[src/rtl/shf_pkg.sv]
package shf_pkg;
  typedef enum logic [1:0] {
    SHK_LEFT  = 2'd0,
    SHK_LRIGHT = 2'd1,
    SHK_ARIGHT = 2'd2,
    SHK_ROT   = 2'd3
  } shift_kind_e;
endpackage

[src/rtl/shf_rot_stage.sv]
module shf_rot_stage #(
  parameter int unsigned W    = 32,
  parameter int unsigned STEP = 1
) (
  input  logic [W-1:0] d_i,
  input  logic         en_i,
  output logic [W-1:0] q_o
);
  // rotate right by STEP places when enabled
  assign q_o = en_i ? {d_i[STEP-1:0], d_i[W-1:STEP]} : d_i;
endmodule

[src/rtl/shf_fill_mask.sv]
module shf_fill_mask #(
  parameter int unsigned W  = 32,
  parameter int unsigned AW = $clog2(W)
) (
  input  logic [AW-1:0] amt_i,
  input  logic          left_i,
  output logic [W-1:0]  keep_o
);
  localparam int unsigned XW = AW + 2;
  localparam logic [XW-1:0] WIDTH_X = XW'(W);

  logic [XW-1:0] amt_x;
  assign amt_x = {2'b00, amt_i};

  // keep_o[i] is set where the shifted word carries a real operand bit
  for (genvar i = 0; i < W; i++) begin : g_bit
    localparam logic [XW-1:0] IDX = XW'(i);
    assign keep_o[i] = left_i ? (IDX >= amt_x) : ((amt_x + IDX) < WIDTH_X);
  end
endmodule

[src/rtl/shf_carry_pick.sv]
module shf_carry_pick
  import shf_pkg::*;
#(
  parameter int unsigned W  = 32,
  parameter int unsigned AW = $clog2(W)
) (
  input  logic [W-1:0]  operand_i,
  input  shift_kind_e   kind_i,
  input  logic [AW-1:0] amt_i,
  input  logic          carry_i,
  output logic          carry_o
);
  logic          zero_amt;
  logic [AW-1:0] idx_left;
  logic [AW-1:0] idx_right;

  assign zero_amt  = (amt_i == '0);
  assign idx_left  = ~amt_i + 1'b1;  // W - n, modulo W
  assign idx_right = amt_i - 1'b1;   // n - 1

  always_comb begin
    unique case (kind_i)
      SHK_LEFT:   carry_o = zero_amt ? carry_i        : operand_i[idx_left];
      SHK_LRIGHT,
      SHK_ARIGHT: carry_o = zero_amt ? operand_i[W-1] : operand_i[idx_right];
      default:    carry_o = zero_amt ? operand_i[0]   : operand_i[idx_right];
    endcase
  end
endmodule

[src/rtl/shf_barrel.sv]
module shf_barrel
  import shf_pkg::*;
#(
  parameter int unsigned W = 32,
  localparam int unsigned AW = $clog2(W)
) (
  input  logic [W-1:0]  operand_i,
  input  logic [1:0]    kind_i,
  input  logic [AW-1:0] amt_i,
  input  logic          carry_i,
  output logic [W-1:0]  result_o,
  output logic          carry_o
);
  shift_kind_e   kind;
  logic          zero_amt;
  logic          is_left;
  logic          sign_bit;
  logic [AW-1:0] rot_amt;
  logic [W-1:0]  keep;
  logic [W-1:0]  rotated;
  logic [W-1:0]  chain [AW+1];

  assign kind     = shift_kind_e'(kind_i);
  assign zero_amt = (amt_i == '0);
  assign is_left  = (kind == SHK_LEFT);
  assign sign_bit = operand_i[W-1];
  // a left shift by n is a right rotate by W - n followed by masking
  assign rot_amt  = is_left ? (~amt_i + 1'b1) : amt_i;

  assign chain[0] = operand_i;
  for (genvar k = 0; k < AW; k++) begin : g_stage
    shf_rot_stage #(.W(W), .STEP(1 << k)) u_stage (
      .d_i (chain[k]),
      .en_i(rot_amt[k]),
      .q_o (chain[k+1])
    );
  end
  assign rotated = chain[AW];

  shf_fill_mask #(.W(W), .AW(AW)) u_mask (
    .amt_i (amt_i),
    .left_i(is_left),
    .keep_o(keep)
  );

  shf_carry_pick #(.W(W), .AW(AW)) u_carry (
    .operand_i(operand_i),
    .kind_i   (kind),
    .amt_i    (amt_i),
    .carry_i  (carry_i),
    .carry_o  (carry_o)
  );

  always_comb begin
    unique case (kind)
      SHK_LEFT:   result_o = rotated & keep;
      SHK_LRIGHT: result_o = zero_amt ? '0 : (rotated & keep);
      SHK_ARIGHT: result_o = zero_amt ? {W{sign_bit}}
                                      : ((rotated & keep) | ({W{sign_bit}} & ~keep));
      default:    result_o = zero_amt ? {carry_i, operand_i[W-1:1]} : rotated;
    endcase
  end

  // checks on the assembled outputs against the inputs
  always_comb begin
    if (kind == SHK_LEFT && zero_amt) begin
      assert_left_zero_pass_R1: assert (result_o == operand_i && carry_o == carry_i);
    end
    if (kind == SHK_LRIGHT && zero_amt) begin
      assert_lright_full_R3: assert (result_o == '0 && carry_o == operand_i[W-1]);
    end
    if (kind == SHK_LRIGHT && !zero_amt) begin
      assert_lright_topzero_R4: assert (result_o[W-1] == 1'b0);
    end
    if (kind == SHK_ARIGHT && zero_amt) begin
      assert_aright_fill_R5: assert (result_o == {W{sign_bit}} && carry_o == sign_bit);
    end
    if (kind == SHK_ARIGHT) begin
      assert_aright_sign_R6: assert (result_o[W-1] == sign_bit);
    end
    if (kind == SHK_ROT && zero_amt) begin
      assert_rot_carry_R7: assert (carry_o == operand_i[0] && result_o[W-1] == carry_i);
    end
    if (kind == SHK_ROT && !zero_amt) begin
      assert_rot_wrapbit_R8: assert (carry_o == result_o[W-1]);
    end
  end
endmodule

[config.mk]
export PLATFORM = sky130hd
export DESIGN_NAME = shf_barrel
export DESIGN_NICKNAME = d
export VERILOG_FILES = /design/src/rtl/shf_pkg.sv /design/src/rtl/shf_rot_stage.sv /design/src/rtl/shf_fill_mask.sv /design/src/rtl/shf_carry_pick.sv /design/src/rtl/shf_barrel.sv
export SDC_FILE = /design/constraint.sdc
export NUM_CORES = 1
export LEC_CHECK = 0
export BUFFER_PORTS_ARGS = -buffer_cell sky130_fd_sc_hd__buf_2
export CAP_MARGIN = 20
export CELL_PAD_IN_SITES_DETAIL_PLACEMENT = 1
export CELL_PAD_IN_SITES_GLOBAL_PLACEMENT = 2
export CORE_MARGIN = 2
export CORE_UTILIZATION = 40
export DETAILED_ROUTE_END_ITERATION = 7
export PLACE_DENSITY_LB_ADDON = 0.05
export SETUP_SLACK_MARGIN = 0.2
export SYNTH_ARGS = -nofsm -noshare
export SYNTH_HDL_FRONTEND = slang
export SYNTH_HIERARCHICAL = 1
export SYNTH_SLANG_ARGS = --single-unit
[constraint.sdc]
create_clock -name vclk -period 2.6
set_input_delay 0.13 -clock vclk [all_inputs]
set_output_delay 0.13 -clock vclk [all_outputs]
set_load 0.005 [all_outputs]
==> results of run 1 <==
where the power goes:
group | internal [mW] | switching [mW] | leakage [nW]
logic | 1.27 | 1.04 | 3.16
clock network | 0 | 0 | 0
registers | 0 | 0 | 0
total | 1.27 | 1.04 | 3.16
final timing paths:
kind	to	slack, ns
worst min-delay path	carry_o	0.69
worst max-delay path	result_o[26]	-0.14
tightest hold or removal path, cell delays in order:
cell and delay [ns]:
buf_2 0.16, a31oi_1 0.12, o211ai_2 0.05, buf_2 0.10
per-layer routing:
layer | vias up | wire length (microns)
met2 | 142 | 9970
li1 | 2209 | -
met1 | 2469 | 9310
met4 | 0 | 495
met3 | 24 | 924
met5 | - | 0
per-stage QoR:
stage	hold slack (ns)	worst slack, ns	instance area (sq um)
after floorplan	0.387	0.280	5370
after global placement	0.682	-0.257	6000
after detailed placement	0.684	-0.290	6000
after CTS	0.691	-0.112	6560
after global routing	0.732	-0.202	6660
final	0.692	-0.141	6660
cells in the final DEF, fill, tap and decap left out, types with 5 or more instances in the layout:
master	n
nand2_1	14
mux2_2	7
nor2_1	24
o21ai_0	14
buf_16	5
mux4_2	10
a22oi_2	30
a21o_1	31
buf_4	56
mux2i_2	10
buf_6	13
a21oi_1	13
buf_12	13
buf_2	69
mux2_4	153
nand3_1	34
a31oi_1	5
mux2i_1	29
inv_1	8
layout make-up:
| type | count | area (sq um) | area share (%) |
|---|---|---|---|
| Inverter | 11 | 48.8 | 0.732 |
| Multi-Input combinational cell | 451 | 5020 | 75.4 |
| Tap cell | 176 | 220 | 3.30 |
| Timing Repair Buffer | 160 | 1370 | 20.6 |
logic make-up (layout without fill, tap and decap cells):
| group | count (synthesis) | after routing | synth area share, % |
|---|---|---|---|
| AO/OA/AOI/OAI | 123 | 123 | 18.9 |
| AND/OR/NAND/NOR | 103 | 103 | 9.61 |
| adder cells (fa/ha/maj) | 6 | 6 | 1.40 |
| multiplexers | 214 | 214 | 57.9 |
| XOR/XNOR | 5 | 5 | 0.956 |
| buffers and inverters | 64 | 171 | 11.3 |
timing repair:
item	CTS	global route
setup endpoints to repair	33	33
resized for setup	64	22
hold buffers	0	0
setup buffers	20	2
pin swaps	27	20
endpoints found under the hold margin	0	0
gates cloned	5	0
==> run metrics, run 1 <==
PnR worst setup slack -0.141 ns; met3 Use GR 2.71%; Most common cell on crit path mux2_4; WL final 20700 microns; DP Wirelength 15800 microns; max-cap check violation count 0; Post-Syn Nets 561; Post-Syn Area 5370 sq um; Hold Path Depth 4; top post-synthesis cells by count mux2_4, mux2i_1, nand3_1; layout cell share with drive strength beyond 1 65.3%; outcome finished with violations; num sequential 0; diodes inserted 0; number of global-route vias before repair 4982; Final TNS setup -3.12 ns; final-report setup violation count 32; Pins Over Slew Limit 0; first drt pass iteration count 7; Lkg Pwr 3.16 nW; largest net degree at the start of global routing 35; RSZ-0062 raised after global routing yes; FMAX 0.365 GHz; maximum VDD drop 0.131 mV; Period Utilization, post-route 105%; Via density 6.07; fin nets 670; sequential cell area 0 sq um; DR WL/cell 25.9 microns; CP Capture Type primary output; Yosys cell types 52; core box area 13200 sq um; Die X 120 microns; CP top delay family multiplexers; Final ANT Viol Nets 0; initial antenna violation count 0; num rows 42; fillers 1470; failing checks setup timing; effective utilization at floorplan 40.7%; Die Y-Extent 120 microns; gr busiest metal met2; cell count after placement 771; Min-Delay Startpoint operand_i[0]; port bufs 73; dominant cells by area after synthesis mux2_4, mux2i_1, a22oi_2, buf_12, a21o_1; CP startpoint amt_i[0]; worst min path class input port to primary output; Crit path depth 14; Period minus WS final 2.74 ns; # IOs 73; Tightest Pin Transition 1.00 ns; Syn-to-layout area delta 24.2%; initial DRC count 302; top cell type's share of synthesized area 42.0%; GR Util All Layers 28.1%; Critical Path Fanout Max 8; most frequent cell after synthesis mux2_4; Post-route DRC 0; syn_area_per_cell 10.4 sq um; clk_buf instances 0; CP max stage delay 0.32 ns; die area 14400 sq um; Syn Inst Count 515; Slew HR 33.2%; Worst Path Required 2.47 ns; total power 2.31 mW; Worst Setup Start Kind input port; sequential share of the synthesized area 0%; CP Buf/Inv Count 5; met2 Use GR 48.3%; first-pass GRT wire length 30900 microns; RD Place Congestion 0.903; CP Class input port to primary output; post-route insts no fill 798; CP cell instances buf_12 > inv_6 > ha_4 > nand2_4 > o21ai_4 > buf_12 > buf_12 > mux2_4 > mux2_4 > mux2_4 > mux2_4 > mux2i_2 > a22oi_2 > buf_2; yosys warns 6; Final Hold Vio Count 0; total congestion overflow 0; crit path DAT 2.61 ns; final core occ 50.5%; Via Count 4844; Synth area leader mux2_4; met1 Use GR 38.0%; CP max-delay cell mux2_4; PD cells 346 nW/um^2
No activity file was read; power rests on OpenSTA's default activity.
==> run 2: changes to the inputs <==
ABC_AREA = 1   (was not set)
CORE_UTILIZATION = 29   (was 40)
SETUP_SLACK_MARGIN = not set   (was 0.2)
==> run metrics, run 2 <==
WL final 27800 microns; PnR worst setup slack 0.150 ns; Syn Inst Count 1265; num sequential 0; Min-Delay Startpoint carry_i; GR Util All Layers 24.9%; initial DRC count 457; Post-Syn Nets 1311; dominant cells by area after synthesis nand2_1, nor2_1, nand2_2, nand3_1, buf_6; most frequent cell after synthesis nand2_1; Period Utilization, post-route 94.2%; Die Y-Extent 146 microns; Syn-to-layout area delta 9.31%; largest net degree at the start of global routing 65; Worst Path Required 2.47 ns; CP Capture Type primary output; outcome completed; post-route insts no fill 1569; Die X 146 microns; Synth area leader nand2_1; final-report setup violation count 0; layout cell share with drive strength beyond 1 19.1%; Final TNS setup 0 ns; Period minus WS final 2.45 ns; top post-synthesis cells by count nand2_1, nor2_1, nand2_2; DP Worst Slack 0.0247 ns; Final Hold Vio Count 0; Critical Path Fanout Max 6; crit path DAT 2.32 ns; CP Class input port to primary output; first drt pass iteration count 4; Hold Buf Count CTS 0; num rows 51; top cell type's share of synthesized area 51.6%; Tightest Pin Transition 0.705 ns; fin area 6360 sq um; sequential cell area 0 sq um; Hold Path Depth 6; sequential share of the synthesized area 0%; max-cap check violation count 0; Cell Area, Placed 6050 sq um; first-pass GRT wire length 42000 microns; fin nets 1352; RD Place Congestion 0.868; port bufs 73; Via Count 7559; Via density 4.82; # IOs 73; maximum VDD drop 0.124 mV; core box area 19600 sq um; Pins Over Slew Limit 0; Post-Syn Area 5820 sq um; Worst Setup Start Kind input port; diodes inserted 0; Slew HR 53.0%; DP Wirelength 21600 microns; total congestion overflow 0; end of the worst hold path result_o[31]; hold_ws 0.727 ns; Post-route DRC 0; most frequent cells in the layout nand2_1, nor2_1, nand2_2, buf_2, nand3_1; cell count after placement 1558; syn_area_per_cell 4.60 sq um; commonest non-fill, non-tap cell in the layout nand2_1; Yosys cell types 34; final core occ 32.5%; fillers 2969; FMAX 0.408 GHz; DR WL/cell 17.7 microns; die area 21200 sq um; effective utilization at floorplan 29.7%; worst min path class input port to primary output; yosys warns 6; total power 1.79 mW; PD cells 282 nW/um^2; initial antenna violation count 0; Final ANT Viol Nets 0; number of global-route vias before repair 7262; footprint of the multi-input gates 4890 sq um; clk_buf instances 0; Lkg Pwr 3.87 nW
-- run 2: logic make-up (layout without fill, tap and decap cells) --
kind of cell             Yosys count  in the layout  synth area share, %
AND/OR/NAND/NOR                 1099           1099                 77.3
buffers and inverters            128            166                 18.3
XOR/XNOR                           2              2                0.301
adder cells (fa/ha/maj)            6              6                 1.29
AO/OA/AOI/OAI                     30             31                 2.82
-- run 2: metal layers --
layer  share of wire, %  wire (microns)  vias up  track usage, %
met2                 47           13000       94            43.5
met3                2.4             654       12           0.282
met5                  0               0        -               0
li1                   -               -     3882               -
met1                 50           13800     3571            36.0
met4               0.99             275        0            1.42
-- run 2: worst max path at each step --
stage | from | end | slack [ns] | cells past startpoint
floorplan | amt_i[0] | result_o[16] | 0.80 | 19
global placement | amt_i[1] | result_o[0] | 0.08 | 19
detailed placement | amt_i[1] | result_o[22] | 0.02 | 19
CTS | amt_i[1] | result_o[14] | 0.02 | 19
global route | amt_i[1] | result_o[0] | -0.02 | 20
finish | amt_i[1] | result_o[0] | 0.15 | 20
-- run 2: power breakdown --
part           leakage [nW]  switching (mW)  internal (mW)
logic                  3.87            1.19          0.597
registers                 0               0              0
clock network             0               0              0
total                  3.87            1.19          0.597
-- run 2: area by class of cell --
class | count | area share (%)
timing repair inverter | 1 | 0.138
timing repair buffer | 113 | 13.5
multi-input combinational | 1138 | 76.8
tap | 265 | 5.21
inverter | 52 | 4.33
-- run 2: critical path, stage by stage --
cell	delay, ns
buf_2	0.11
clkinvlp_4	0.10
ha_4	0.28
nand2_4	0.10
o21ai_4	0.09
buf_12	0.16
buf_6	0.13
nand2_1	0.05
nand2_1	0.09
nand2_1	0.06
nand2_1	0.12
nand2_1	0.07
nand2_1	0.09
nand2_1	0.07
nand2_2	0.13
nand2_1	0.07
nor2_1	0.10
nor2_1	0.05
nor2_1	0.16
buf_2	0.15
-- run 2: what timing repair did --
action / in CTS / in global routing
endpoints found under the setup margin: 0 / 32
gates resized for setup: 0 / 41
setup buffers: 0 / 5
==> run 3: changes to the inputs <==
SETUP_SLACK_MARGIN = 0.15   (was not set)
==> run metrics, run 3 (synthesized netlist as in run 2, its figures left out) <==
cell count after placement 1558; Period Utilization, post-route 90.8%; Hold Buf Count CTS 0; die area 21200 sq um; PD cells 289 nW/um^2; sequential share of power 0%; Die Y-Extent 146 microns; final-report setup violation count 0; Via density 4.89; Final ANT Viol Nets 0; number of global-route vias before repair 7361; initial DRC count 501; Worst Path Required 2.47 ns; hold_ws 0.723 ns; CP Class input port to primary output; clk_buf instances 0; outcome completed; most frequent cells in the layout nand2_1, nand2_2, nor2_1, buf_2, nand3_1; Sw Ratio 65.1%; total congestion overflow 0; num rows 51; final core occ 35.1%; WL final 28200 microns; CP Capture Type primary output; commonest non-fill, non-tap cell in the layout nand2_1; RD Place Congestion 0.868; Via Count 7711; # IOs 73; num sequential 0; Lkg Pwr 4.00 nW; Critical Path Fanout Max 7; Pins Over Slew Limit 0; GR Util All Layers 25.1%; Post-route DRC 0; clock share of power 0%; worst min path class input port to primary output; effective utilization at floorplan 29.7%; maximum VDD drop 0.122 mV; DP Wirelength 21600 microns; layout cell share with drive strength beyond 1 27.8%; Min-Delay Startpoint carry_i; max-cap check violation count 0; initial antenna violation count 0; Worst Setup Start Kind input port; Final Hold Vio Count 0; sequential cell area 0 sq um; largest net degree at the start of global routing 65; Comb power frac 100.0%; Final TNS setup 0 ns; first drt pass iteration count 4; end of the worst hold path result_o[31]; FMAX 0.424 GHz; port bufs 73; Tightest Pin Transition 0.680 ns; core box area 19600 sq um; Switch Pwr 1.29 mW; Period minus WS final 2.36 ns; Slew HR 54.2%; post-route insts no fill 1577; fillers 2908; crit path DAT 2.23 ns; fin nets 1360; Syn-to-layout area delta 18.3%; Int Pwr 0.693 mW; RSZ-0062 raised after global routing yes; footprint of the multi-input gates 5220 sq um; first-pass GRT wire length 42500 microns; Die X 146 microns; diodes inserted 0; DR WL/cell 17.9 microns; Hold Path Depth 6
-- run 3: repair_timing --
item / CTS / global route
gates cloned: 3 / 7
hold endpoints to repair: 0 / 0
endpoints found under the setup margin: 24 / 32
buffers inserted: 1 / 8
pin swaps: 3 / 96
gates resized for setup: 15 / 167
-- run 3: worst max-delay path: stages --
cell	delay, ns
buf_4	0.12
nor2_4	0.17
buf_6	0.14
nand2_4	0.05
o21ai_4	0.11
buf_12	0.21
clkbuf_16	0.16
nand2_1	0.04
nand2_1	0.09
nand2_1	0.07
nand2_2	0.09
nand2_2	0.05
nand2_1	0.09
nand2_1	0.08
nand2_2	0.08
nand2_1	0.05
nand2_1	0.08
nor2_1	0.05
nor2_2	0.20
buf_2	0.15
-- run 3: worst max-delay path by stage --
stage,startpoint,to,depth (start not counted)
after floorplan,amt_i[0],result_o[16],19
after global placement,amt_i[1],result_o[0],19
after detailed placement,amt_i[1],result_o[22],19
final,kind_i[0],result_o[25],20
after CTS,kind_i[1],result_o[25],18
after global routing,amt_i[1],result_o[26],21
-- run 3: per-stage QoR --
stage / worst slack (ns) / total power, mW / area, sq um
finish: 0.239 / 1.99 / 6880
global route: 0.104 / 2.21 / 6880
CTS: 0.158 / 1.74 / 6160
detailed placement: 0.0247 / 1.69 / 6050
global placement: 0.0836 / 1.68 / 6020
floorplan: 0.799 / 1.22 / 5820
-- run 3: cell type report --
| type | instances | share of cell area, % |
|---|---|---|
| multi-input combinational | 1137 | 75.8 |
| timing repair buffer | 119 | 14.0 |
| tap | 265 | 4.82 |
| inverter | 52 | 4.29 |
| timing repair inverter | 4 | 1.04 |
-- run 3: layer usage --
| layer | global-route usage (%) | routed length [microns] | vias up |
|---|---|---|---|
| li1 | - | - | 3906 |
| met1 | 36.0 | 13600 | 3662 |
| met2 | 43.6 | 13400 | 121 |
| met3 | 0.690 | 692 | 22 |
| met4 | 2.16 | 526 | 0 |
| met5 | 0 | 0 | - |
-- run 3: power by group through the flow --
stage / registers [mW] / logic, mW / clock network, mW
3_3_place_gp: 0 / 1.68 / 0
3_5_place_dp: 0 / 1.69 / 0
4_1_cts: 0 / 1.74 / 0
6_report: 0 / 1.99 / 0
5_1_grt: 0 / 2.21 / 0
2_1_floorplan: 0 / 1.22 / 0
